===== src/rtl/dec_pkg.sv =====
package dec_pkg;

    localparam int OP_W  = 8;
    localparam int T_W   = 6;
    localparam int CTL_W = 8;

    // control strobe bit positions
    localparam int CB_ADDR_LO = 0;
    localparam int CB_ADDR_HI = 1;
    localparam int CB_LOAD_A  = 2;
    localparam int CB_LOAD_X  = 3;
    localparam int CB_LOAD_Y  = 4;
    localparam int CB_NEXT_OP = 5;
    localparam int CB_END_INS = 6;
    localparam int CB_BR_OFS  = 7;

    typedef struct packed {
        logic [OP_W-1:0]  on_bits;
        logic [OP_W-1:0]  off_bits;
        logic [T_W-1:0]   tset;
        logic [CTL_W-1:0] ctl;
    } dec_row_t;

    localparam int DEF_ROWS = 7;

    localparam dec_row_t [DEF_ROWS-1:0] DEF_TABLE = '{
        0: '{on_bits: 8'hAC, off_bits: 8'h50, tset: 6'b000001, ctl: 8'b0000_0001},
        1: '{on_bits: 8'hAC, off_bits: 8'h50, tset: 6'b000010, ctl: 8'b0000_0010},
        2: '{on_bits: 8'hAC, off_bits: 8'h50, tset: 6'b001000, ctl: 8'b0110_0000},
        3: '{on_bits: 8'hAC, off_bits: 8'h53, tset: 6'b000100, ctl: 8'b0001_0000},
        4: '{on_bits: 8'hAD, off_bits: 8'h50, tset: 6'b000100, ctl: 8'b0000_0100},
        5: '{on_bits: 8'hAE, off_bits: 8'h50, tset: 6'b000100, ctl: 8'b0000_1000},
        6: '{on_bits: 8'h10, off_bits: 8'h0F, tset: 6'b000001, ctl: 8'b1000_0000}
    };

endpackage


===== src/rtl/dec_row_match.sv =====
module dec_row_match
    import dec_pkg::*;
#(
    parameter dec_row_t ROW = '0
) (
    input  logic [OP_W-1:0] opcode,
    input  logic [T_W-1:0]  tstate,
    output logic            hit
);
    logic on_ok;
    logic off_ok;
    logic t_ok;

    always_comb begin
        on_ok  = ((opcode & ROW.on_bits) == ROW.on_bits);
        off_ok = ((~opcode & ROW.off_bits) == ROW.off_bits);
        t_ok   = |(tstate & ROW.tset);
        hit    = on_ok && off_ok && t_ok;
    end
endmodule


===== src/rtl/dec_ctl_merge.sv =====
module dec_ctl_merge
    import dec_pkg::*;
#(
    parameter int                           NUM_ROWS = DEF_ROWS,
    parameter dec_row_t [NUM_ROWS-1:0]      TABLE    = DEF_TABLE
) (
    input  logic [NUM_ROWS-1:0] hits,
    output logic [CTL_W-1:0]    ctl
);
    logic [CTL_W-1:0] contrib [NUM_ROWS];

    for (genvar g = 0; g < NUM_ROWS; g++) begin : g_contrib
        assign contrib[g] = hits[g] ? TABLE[g].ctl : '0;
    end

    always_comb begin
        ctl = '0;
        for (int i = 0; i < NUM_ROWS; i++) begin
            ctl = ctl | contrib[i];
        end
    end
endmodule


===== src/rtl/dec_branch_field.sv =====
module dec_branch_field
    import dec_pkg::*;
(
    input  logic            br_fire,
    input  logic [OP_W-1:0] opcode,
    output logic [1:0]      flag_sel,
    output logic            sense
);
    always_comb begin
        flag_sel = br_fire ? opcode[7:6] : 2'b00;
        sense    = br_fire ? opcode[5]   : 1'b0;
    end
endmodule


===== src/rtl/dec_array.sv =====
module dec_array
    import dec_pkg::*;
#(
    parameter int                      NUM_ROWS  = DEF_ROWS,
    parameter dec_row_t [NUM_ROWS-1:0] ROW_TABLE = DEF_TABLE
) (
    input  logic                clk,
    input  logic                rst_n,
    input  logic [OP_W-1:0]     opcode_i,
    input  logic [T_W-1:0]      tstate_i,
    output logic [NUM_ROWS-1:0] row_hit_o,
    output logic [CTL_W-1:0]    ctl_o,
    output logic [1:0]          br_flag_o,
    output logic                br_sense_o
);
    typedef struct packed {
        logic [NUM_ROWS-1:0] rows;
        logic [CTL_W-1:0]    ctl;
        logic [1:0]          flag;
        logic                sense;
    } dec_state_t;

    dec_state_t st_d;
    dec_state_t st_q;

    logic [NUM_ROWS-1:0] hits;
    logic [CTL_W-1:0]    ctl_comb;
    logic [1:0]          flag_comb;
    logic                sense_comb;

    for (genvar g = 0; g < NUM_ROWS; g++) begin : g_row
        dec_row_match #(.ROW(ROW_TABLE[g])) u_row (
            .opcode (opcode_i),
            .tstate (tstate_i),
            .hit    (hits[g])
        );
    end

    dec_ctl_merge #(.NUM_ROWS(NUM_ROWS), .TABLE(ROW_TABLE)) u_merge (
        .hits (hits),
        .ctl  (ctl_comb)
    );

    dec_branch_field u_br (
        .br_fire  (ctl_comb[CB_BR_OFS]),
        .opcode   (opcode_i),
        .flag_sel (flag_comb),
        .sense    (sense_comb)
    );

    always_comb begin
        st_d       = st_q;
        st_d.rows  = hits;
        st_d.ctl   = ctl_comb;
        st_d.flag  = flag_comb;
        st_d.sense = sense_comb;
    end

    always_ff @(posedge clk or negedge rst_n) begin
        if (!rst_n) begin
            st_q <= '0;
        end else begin
            st_q <= st_d;
        end
    end

    assign row_hit_o  = st_q.rows;
    assign ctl_o      = st_q.ctl;
    assign br_flag_o  = st_q.flag;
    assign br_sense_o = st_q.sense;
endmodule


===== config.mk =====
export PLATFORM = sky130hd
export DESIGN_NAME = dec_array
export DESIGN_NICKNAME = d
export VERILOG_FILES = /design/src/rtl/dec_pkg.sv /design/src/rtl/dec_row_match.sv /design/src/rtl/dec_ctl_merge.sv /design/src/rtl/dec_branch_field.sv /design/src/rtl/dec_array.sv
export SDC_FILE = /design/constraint.sdc
export NUM_CORES = 1
export LEC_CHECK = 0
export CAP_MARGIN = 10
export CORE_UTILIZATION = 35
export CTS_CLUSTER_SIZE = 28
export DETAILED_ROUTE_END_ITERATION = 8
export GPL_TIMING_DRIVEN = 0
export HOLD_SLACK_MARGIN = 0.15
export PLACE_DENSITY = 0.74
export RECOVER_POWER = 25
export REMOVE_ABC_BUFFERS = 1
export SYNTH_ARGS = -nofsm -noshare
export SYNTH_HDL_FRONTEND = slang
export SYNTH_HIERARCHICAL = 1
export SYNTH_SLANG_ARGS = --single-unit

===== constraint.sdc =====
create_clock -name clk -period 0.8 [get_ports clk]
set_clock_uncertainty 0.2 [all_clocks]
set_input_delay 0.16 -clock clk [delete_from_list [all_inputs] [get_ports clk]]
set_output_delay 0.16 -clock clk [all_outputs]
set_load 0.005 [all_outputs]

==> metrics.yaml <==
status:
  status: "finished, violations left"
  violations: "hold timing, setup timing"
synthesis:
  postSynthCellCount: 49
  synthTopCellsByArea: "dfrtp_1, nand4b_1, buf_4"
  synth-edff-count: 0
  async_flop_share: 1.00
  synthTopCellsByCount: "dfrtp_1, buf_4, nand4b_1"
  synthMostInstantiatedCell: "dfrtp_1"
  netlist_area_um2: 689
  synth_top_cell_area_share: 0.653
  yosys.area.top_type: "dfrtp_1"
  ys_types: 10
  yosysWarnings: 6
  synth_flop_cell: "dfrtp_1"
  ys_seq_area_frac: 0.653
  syn_area_per_cell_um2: 14.1
  ys_ff_latch: 18
placement:
  gp_congestion: 0.729
  place_inst: 97
  dpl_cell_area_um2: 971
  io_buffers: 31
grt:
  overflow: 0
  grt_pass1_wl_mm: 2.21
  grt_max_degree: 19
  grt_antenna_before_repair: 0
  grt.total_usage: 0.160
  grt_pass1_vias: 449
timing:
  setup_viol: 18
  final_hold_viol_count: 26
  maxSlewHeadroom: 0.720
  fin_hold_ws_ps: -405
  period_share: 1.42
  worst_slew_pin_slew_ps: 419
  timing.fmax_mhz: 881
  min_period_ps: 1140
  drv_slew: 0
  grt_setup_unrepaired: "true"
  finalWorstSetupSlack_ps: -335
pwr:
  power_frac_clock: 0.279
  intPower_w: 0.00116
  p_leak_nw: 0.485
  swShare: 0.214
  switchingPower_w: 0.000316
  peakVddDrop_v: 0.000825
  combPwrFrac: 0.102
  power.density_mw_per_mm2: 1580
  seq_power_share: 0.620
clock_network:
  clkSinkCount: 18
  cts.clk_slew.worst_paths_ps: 90
  cts_buffer_depth: 2
  cts_tree: "done"
  root_buffer: "clkbuf_4"
  numCtsBuffers: 3
  htreeDepth: 1
critical_path:
  path_max_fanout: 1
  crit_buf_inv: 1
  crit_path_start_kind: "register"
  path_cells: "buf_2"
  path_class: "reg -> out"
  critPathCaptureType: "output pin"
  worst_ep_required_time_ps: 440
  slowest_stage: "dfrtp_1"
  worstPathArrival_ps: 780
  cpLargestDelayFamily: "flip-flops"
  slowest_delay_ps: 370
routing:
  drc: 0
  drt_iter0_drc: 3
  num_vias: 475
  routedWlPerCell_um: 13.3
  drtPass1Iterations: 2
  wl_mm: 1.37
  viasPerCell: 4.61
  ant_nets: 0
flow_run:
  maxCapViolations: 0
layout:
  n_fill_cell: 166
  nNetsFinal: 96
  drive_gt1_frac: 0.526
  finalInstanceArea_um2: 936
  final_cell_count_no_fill: 103
  n_antenna_cell: 0
  area_delta_synth_final_pct: 35.8
floorplanning:
  ioPinCount: 34
  rows: 15
  start_util: 0.387
  die-area_mm2: 0.00215
  core-area_mm2: 0.00178
  dieHeight_um: 46.4
  die_x_um: 46.4
min_path:
  hp-class: "in -> async"
==> placed cells by master (no fill, tap or decap) <==
master	n
buf_2	21
dfrtp_1	18
nand4b_1	8
clkbuf_4	3
nand2_1	3
nor3_2	3
dlygate4sd2_1	3
clkdlybuf4s15_2	3
buf_4	3
and2_1	3
clkbuf_2	2
buf_8	2
nand4bb_4	1
nor3_4	1
nor2_2	1
nor2_1	1
nand3b_1	1
nor4_2	1
==> sequential cells by signal, summed over array words and instances, names as in the netlist <==
register / flops
ctl_o: 8
br_flag_o: 2
row_hit_o: 7
br_sense_o: 1
==> path summary, 6_finish.rpt <==
check                      slack, ps  cells past startpoint      endpoint         start
max                             -340                      1  row_hit_o[0]  row_hit_o[0]
max in group asynchronous        520                      1      ctl_o[2]         rst_n
min                             -400                      1      ctl_o[5]         rst_n
min in group clk                 -90                      2  row_hit_o[3]   opcode_i[0]
==> power groups by stage <==
stage	registers (W)	clock network [W]	logic [W]
after floorplan	0.000934	0	0.0000252
after global placement	0.000933	0	0.000146
after detailed placement	0.000933	0	0.000149
after CTS	0.000914	0.000432	0.000140
after global routing	0.000915	0.000484	0.000166
final	0.000914	0.000411	0.000150
==> final cells by class <==
| type | instances | area [µm²] | share of cell area |
|---|---|---|---|
| well taps | 25 | 31.3 | 0.0334 |
| repair buffers | 34 | 228 | 0.243 |
| multi-input cells | 23 | 204 | 0.218 |
| flip-flops and latches | 18 | 450 | 0.481 |
| clock buffers | 3 | 22.5 | 0.0241 |
==> routing by layer <==
metal	global-route usage	part of all wire	vias up
met5	0	0	-
li1	-	-	222
met2	0.222	0.47	22
met3	0.0431	0.065	4
met1	0.200	0.43	227
met4	0.141	0.033	0
==> what timing repair did <==
action                                  4_1_cts  5_1_grt
buffers inserted                              3        0
endpoints found under the setup margin       54       43
resized for setup                           112        7
endpoints found under the hold margin        36       36
pin swaps                                     6        1
==> stage by stage <==
step	setup TNS (ps)	utilization	worst slack, ps	power, W
after global routing	-6670	0.525	-386	0.00157
after floorplan	-457	-	-116	0.000959
after detailed placement	-28140	0.545	-836	0.00108
final	-5810	0.525	-335	0.00148
after CTS	-6420	0.515	-349	0.00149
after global placement	-27060	0.545	-778	0.00108
==> cell families (layout without fill, tap and decap cells) <==
| family | count (synthesis) | after routing | synth area share |
|---|---|---|---|
| buf+inv | 8 | 37 | 0.0871 |
| flops | 18 | 18 | 0.653 |
| simple gates | 23 | 23 | 0.260 |
No activity file was read; power rests on OpenSTA's default activity.
